**config.mk**
```make
export PLATFORM = sky130hd
export DESIGN_NAME = uart_break_gen
export DESIGN_NICKNAME = d
export VERILOG_FILES = /design/src/rtl/uart_break_pkg.sv /design/src/rtl/uart_break_datapath.sv /design/src/rtl/uart_break_ctrl.sv /design/src/rtl/uart_break_gen.sv
export SDC_FILE = /design/constraint.sdc
export NUM_CORES = 1
export LEC_CHECK = 0
export ABC_CLOCK_PERIOD_IN_PS = 3050
export BUFFER_PORTS_ARGS = -buffer_cell sky130_fd_sc_hd__buf_2
export CAP_MARGIN = 0
export CORE_ASPECT_RATIO = 1.75
export CORE_MARGIN = 2
export CORE_UTILIZATION = 25
export DETAILED_ROUTE_END_ITERATION = 8
export PLACE_DENSITY = 0.54
export SETUP_SLACK_MARGIN = 0.1
export SLEW_MARGIN = 20
export SYNTH_ARGS = -nofsm -noshare
export SYNTH_HDL_FRONTEND = slang
export SYNTH_SLANG_ARGS = --single-unit
```
**constraint.sdc**
```tcl
create_clock -name clk -period 3.05 [get_ports clk]
set_input_delay 0.1525 -clock clk [delete_from_list [all_inputs] [get_ports clk]]
set_output_delay 0.1525 -clock clk [all_outputs]
set_load 0.03 [all_outputs]
```
**src/rtl/uart_break_pkg.sv**
```systemverilog
package uart_break_pkg;

  typedef enum logic [2:0] {
    ST_IDLE    = 3'd0,
    ST_DRAIN   = 3'd1,
    ST_LOW     = 3'd2,
    ST_LOW_MIN = 3'd3,
    ST_RECOVER = 3'd4
  } brk_state_e;

  typedef struct packed {
    logic cntClear;
    logic selRecover;
    logic stopSet;
    logic stopClear;
  } brk_strobe_t;

endpackage

```
**src/rtl/uart_break_datapath.sv**
```systemverilog
module uart_break_datapath
  import uart_break_pkg::*;
#(
  parameter int CHAR_BITS  = 11,
  parameter int RECOV_BITS = 12,
  parameter int CNT_W      = 4
) (
  input  logic        clk,
  input  logic        rstN,
  input  logic        bitTick,
  input  brk_strobe_t strobe,
  output logic        limitHit,
  output logic        stopPending
);

  localparam logic [CNT_W-1:0] CHAR_LAST  = CNT_W'(CHAR_BITS - 1);
  localparam logic [CNT_W-1:0] RECOV_LAST = CNT_W'(RECOV_BITS - 1);

  logic [CNT_W-1:0] tickCnt;
  logic [CNT_W-1:0] lastValue;

  always_ff @(posedge clk or negedge rstN) begin
    if (!rstN)               tickCnt <= '0;
    else if (strobe.cntClear) tickCnt <= '0;
    else if (bitTick)        tickCnt <= tickCnt + 1'b1;
  end

  assign lastValue = strobe.selRecover ? RECOV_LAST : CHAR_LAST;
  assign limitHit  = bitTick && (tickCnt == lastValue);

  always_ff @(posedge clk or negedge rstN) begin
    if (!rstN)                 stopPending <= 1'b0;
    else if (strobe.stopClear) stopPending <= 1'b0;
    else if (strobe.stopSet)   stopPending <= 1'b1;
  end

  // a remembered stop can only come from a stop command seen in the low period
  assert_pending_source_R3: assert property (@(posedge clk) disable iff (!rstN)
    $rose(stopPending) |-> $past(strobe.stopSet));

endmodule

```
**src/rtl/uart_break_ctrl.sv**
```systemverilog
module uart_break_ctrl
  import uart_break_pkg::*;
#(
  parameter int CHAR_BITS  = 11,
  parameter int RECOV_BITS = 12,
  parameter int CNT_W      = 4
) (
  input  logic        clk,
  input  logic        rstN,
  input  logic        txReset,
  input  logic        startBreak,
  input  logic        stopBreak,
  input  logic        holdEmpty,
  input  logic        shiftEmpty,
  input  logic        bitTick,
  input  logic        limitHit,
  input  logic        stopPending,
  output brk_strobe_t strobe,
  output logic        busy,
  output logic        lineForce,
  output logic        lineLevel
);

  brk_state_e state, nextState;

  always_ff @(posedge clk or negedge rstN) begin
    if (!rstN) state <= ST_IDLE;
    else       state <= nextState;
  end

  always_comb begin
    nextState = state;
    if (txReset) begin
      nextState = ST_IDLE;
    end else begin
      case (state)
        ST_IDLE:    if (startBreak) nextState = ST_DRAIN;
        ST_DRAIN:   if (holdEmpty && shiftEmpty) nextState = ST_LOW;
        ST_LOW:     if (limitHit) nextState = (stopPending || stopBreak) ? ST_RECOVER : ST_LOW_MIN;
        ST_LOW_MIN: if (stopBreak) nextState = ST_RECOVER;
        ST_RECOVER: if (limitHit) nextState = ST_IDLE;
        default:    nextState = ST_IDLE;
      endcase
    end
  end

  always_comb begin
    strobe.cntClear   = (nextState != state) || (state == ST_IDLE) || (state == ST_DRAIN);
    strobe.selRecover = (state == ST_RECOVER);
    strobe.stopSet    = (state == ST_LOW) && stopBreak;
    strobe.stopClear  = txReset || (state != ST_LOW);
  end

  assign busy      = (state != ST_IDLE);
  assign lineForce = (state == ST_LOW) || (state == ST_LOW_MIN) || (state == ST_RECOVER);
  assign lineLevel = (state == ST_RECOVER);

  // Independent tick tallies kept for the checks below
  localparam int AW = CNT_W + 1;
  localparam logic [AW-1:0] CHAR_CMP  = AW'(CHAR_BITS);
  localparam logic [AW-1:0] RECOV_CMP = AW'(RECOV_BITS);
  logic [AW-1:0] lowTicks, recTicks;

  always_ff @(posedge clk or negedge rstN) begin
    if (!rstN) begin
      lowTicks <= '0;
      recTicks <= '0;
    end else if (state == ST_DRAIN) begin
      lowTicks <= '0;
      recTicks <= '0;
    end else begin
      if (state == ST_LOW && bitTick)     lowTicks <= lowTicks + 1'b1;
      if (state == ST_RECOVER && bitTick) recTicks <= recTicks + 1'b1;
    end
  end

  assert_low_needs_empty_R1: assert property (@(posedge clk) disable iff (!rstN)
    $rose(lineForce) |-> $past(holdEmpty && shiftEmpty) && !lineLevel);

  assert_start_ignored_R2: assert property (@(posedge clk) disable iff (!rstN)
    (lineForce && startBreak && !txReset) |=> (state != ST_DRAIN) && busy);

  assert_min_low_length_R3: assert property (@(posedge clk) disable iff (!rstN)
    $rose(lineLevel) |-> (lowTicks == CHAR_CMP));

  assert_idle_stop_ignored_R5: assert property (@(posedge clk) disable iff (!rstN)
    (!busy && stopBreak && !startBreak) |=> !busy && !lineForce);

  assert_recovery_length_R6: assert property (@(posedge clk) disable iff (!rstN)
    ($fell(busy) && !$past(txReset)) |-> (recTicks == RECOV_CMP));

  assert_tx_reset_R8: assert property (@(posedge clk) disable iff (!rstN)
    txReset |=> !busy && !lineForce && !lineLevel);

endmodule

```
**src/rtl/uart_break_gen.sv**
```systemverilog
module uart_break_gen
  import uart_break_pkg::*;
#(
  parameter int DATA_BITS   = 8,
  parameter int PARITY_BITS = 1,
  parameter int STOP_BITS   = 1,
  parameter int RECOV_BITS  = 12
) (
  input  logic clk,
  input  logic rstN,
  input  logic txReset,
  input  logic startBreak,
  input  logic stopBreak,
  input  logic holdEmpty,
  input  logic shiftEmpty,
  input  logic bitTick,
  output logic busy,
  output logic lineForce,
  output logic lineLevel
);

  localparam int CHAR_BITS = 1 + DATA_BITS + PARITY_BITS + STOP_BITS;
  localparam int MAX_SPAN  = (CHAR_BITS > RECOV_BITS) ? CHAR_BITS : RECOV_BITS;
  localparam int CNT_W     = $clog2(MAX_SPAN + 1);

  brk_strobe_t strobe;
  logic        limitHit;
  logic        stopPending;

  uart_break_ctrl #(
    .CHAR_BITS (CHAR_BITS),
    .RECOV_BITS(RECOV_BITS),
    .CNT_W     (CNT_W)
  ) ctrl (
    .clk        (clk),
    .rstN       (rstN),
    .txReset    (txReset),
    .startBreak (startBreak),
    .stopBreak  (stopBreak),
    .holdEmpty  (holdEmpty),
    .shiftEmpty (shiftEmpty),
    .bitTick    (bitTick),
    .limitHit   (limitHit),
    .stopPending(stopPending),
    .strobe     (strobe),
    .busy       (busy),
    .lineForce  (lineForce),
    .lineLevel  (lineLevel)
  );

  uart_break_datapath #(
    .CHAR_BITS (CHAR_BITS),
    .RECOV_BITS(RECOV_BITS),
    .CNT_W     (CNT_W)
  ) dp (
    .clk        (clk),
    .rstN       (rstN),
    .bitTick    (bitTick),
    .strobe     (strobe),
    .limitHit   (limitHit),
    .stopPending(stopPending)
  );

endmodule

```
==> results.json <==
{
  "outcome": "complete, no violations",
  "synth_most_common_cell": "dfrtp_1",
  "clk_pin_slew_ns": 0.04,
  "hold_violations": 0,
  "ys_seq_elements": 8,
  "yosysTopAreaCellShare_pct": 33.4,
  "place_congestion": 0.750,
  "maxCapViolCount": 0,
  "wl_mm": 1.47,
  "rsz0062_at_grt": "false",
  "worstPathMaxFanout": 14,
  "relSlewSlack_pct": 62.2,
  "synth_edf_count": 0,
  "dr.pass1.iters": 4,
  "wl_met3_um": 57,
  "postPlaceCellArea_um2": 669,
  "r2r_start": "ctrl.state[1]$_DFF_PN0_",
  "fmax_mhz": 430,
  "yosys.area.top_type": "dfrtp_1",
  "grt.overflow.total": 0,
  "die_w_um": 41.0,
  "synth_area_leaders": "dfrtp_1 33%, a2111oi_1 6.7%, mux2i_1 3.3%, xor2_1 2.9%, a21oi_1 2.5%",
  "clock_path_buffers": 2,
  "min_to": "ctrl.state[2]$_DFF_PN0_",
  "drc": 0,
  "timing.rr.end": "dp.tickCnt[2]$_DFFE_PN0P_",
  "cts_setup_buffers": 0,
  "fin_crit_sh_pct": 76.2,
  "nets": 84,
  "ys_seq_area_share_pct": 33.4,
  "dieArea_um2": 2820,
  "area_growth_pct": 20.3,
  "clk_latency_ns": 0.23,
  "wl_met1_um": 500,
  "power.leakage_uw": 0.000293,
  "ioPinCount": 11,
  "irDropWorstVdd_mv": 0.266,
  "highest_layer": "met4",
  "worstHoldPathType": "primary input to register",
  "critPathSlowestCell": "dfrtp_1",
  "synthesis.area_um2": 599,
  "fin_crit_ns": 2.32,
  "synth_common_cells": "8 x dfrtp_1, 4 x a2111oi_1, 4 x nand2_1",
  "antenna_found_initial": 0,
  "cellPowerDensity_nw_per_um2": 413,
  "start_util_pct": 26.4,
  "ant_nets": 0,
  "drive_above_1_share_pct": 27.4,
  "finalSetupTns_ns": 0,
  "grt_usage_pct": 13.3,
  "fin_skew_ns": 0.00128,
  "reg2reg_slack_ns": 0.73,
  "grt_first_pass_wirelength_mm": 2.57,
  "cp-start-kind": "register",
  "async_flop_share_pct": 100,
  "critPathRequiredTime_ns": 3.14,
  "dp_hpwl_mm": 1.20,
  "final_cell_area_um2": 721,
  "wire_per_inst_um": 14.9,
  "post_cts_resized": 0,
  "cp-end-kind": "register",
  "dieHeight_um": 68.8,
  "cp_top_family": "simple AND/OR/NAND/NOR gates",
  "setup_viol": 0,
  "htree_levels": 1,
  "drtIter0Drc": 5,
  "grt_max_degree": 16,
  "core_area_um2": 2270,
  "cp_cell_sequence": "or3b_4, or4_4, a32o_1, a2111oi_1",
  "maxSlewViolCount": 0,
  "syn_nets": 71,
  "cp.buffers_inverters": 0,
  "synthFlopType": "dfrtp_1",
  "critPathMaxStageDelay_ns": 0.58,
  "diodes": 0,
  "dr_total_vias": 565,
  "num_rows": 23,
  "syn_avg_cell_area_um2": 9.67,
  "wl_met2_um": 860,
  "grt_pass1_vias": 584,
  "fin_cells": 98,
  "dp_cells": 94,
  "hp-start": "txReset",
  "avgViaCountPerCell": 5.77,
  "min_path_cells": 2,
  "yosys.cell_types.count": 39,
  "synth_cells": 62,
  "tightest_slew_ns": 0.564,
  "cp.arrival_ns": 2.42,
  "clock-sinks": 8,
  "io_buffers": 10,
  "cts_buffers": 3,
  "r2r_cells": 4,
  "ys_warn_count": 0,
  "root_buffer": "clkbuf_8",
  "critical_path_class": "register to register",
  "cts_tree": "built"
}
-- worst register-to-register path: stages, from the launching register on --
cell and delay [ns]:
dfrtp_1 0.58, or3b_4 0.45, or4_4 0.44, a32o_1 0.27, a2111oi_1 0.44
-- worst max-delay path by stage --
stage	startpoint	slack (ns)	cells after the start	end
finish	ctrl.state[1]$_DFF_PN0_	0.73	4	dp.tickCnt[2]$_DFFE_PN0P_
global placement	ctrl.state[1]$_DFF_PN0_	0.71	4	dp.tickCnt[2]$_DFFE_PN0P_
CTS	ctrl.state[1]$_DFF_PN0_	0.71	4	dp.tickCnt[2]$_DFFE_PN0P_
global route	ctrl.state[1]$_DFF_PN0_	0.65	4	dp.tickCnt[2]$_DFFE_PN0P_
detailed placement	ctrl.state[1]$_DFF_PN0_	0.72	4	dp.tickCnt[2]$_DFFE_PN0P_
floorplan	ctrl.state[2]$_DFF_PN0_	1.06	4	dp.tickCnt[0]$_DFFE_PN0P_
-- registers in the layout, indices dropped and copies added (netlist names) --
signal / flops
dp.tickCnt: 4
dp.stopPending: 1
ctrl.state: 3
-- placed cells by master (no fill, tap or decap), types with 3 or more instances in the layout --
cell,netlist,layout
dfrtp_1,8,8
clkbuf_8,0,3
a21oi_1,3,3
a2111oi_1,4,4
nand2_1,4,4
buf_2,0,10
-- what timing repair did --
| action | in CTS | in global routing |
|---|---|---|
| endpoints found under the hold margin | 8 | 0 |
| endpoints found under the setup margin | 0 | 0 |
| hold buffers | 1 | 0 |
-- per-layer routing --
metal / track usage, % / up-vias
li1: - / 273
met3: 3.53 / 4
met2: 23.8 / 11
met1: 13.0 / 277
met5: 0 / -
met4: 6.67 / 0
-- metrics by stage --
stage,hold slack (ns),setup WS (ns),power (uW),utilization [%]
detailed placement,0.00954,0.721,169,29.4
CTS,0.177,0.709,302,31.7
floorplan,-0.143,1.06,151,-
global placement,0.00545,0.710,169,29.4
global route,0.187,0.646,315,31.7
finish,0.178,0.726,297,31.7
-- kinds of logic after synthesis --
kind of cell	after synthesis	synth area share [%]
AO/OA/AOI/OAI	22	29.6
XOR/XNOR	3	4.38
adder cells (fa/ha/maj)	1	2.09
buffers and inverters	5	3.13
flip-flops	8	33.4
multiplexers	2	3.34
AND/OR/NAND/NOR	21	24.0
-- layout make-up --
cell class / instances / area, um^2
Multi-Input combinational cell: 49 / 380
Fill cell: 246 / 1550
Timing Repair Buffer: 11 / 60.1
Inverter: 2 / 7.51
Tap cell: 25 / 31.3
Sequential cell: 8 / 200
Clock buffer: 3 / 41.3
-- power by group --
part	switching, uW	total [uW]	internal, uW	leakage (uW)
Sequential	8.48	118	109	0.000110
Clock	43.8	129	85.6	0.0000216
Combinational	29.1	50.5	21.3	0.000161
Total	81.4	297	216	0.000293
No activity file was read; power rests on OpenSTA's default activity.
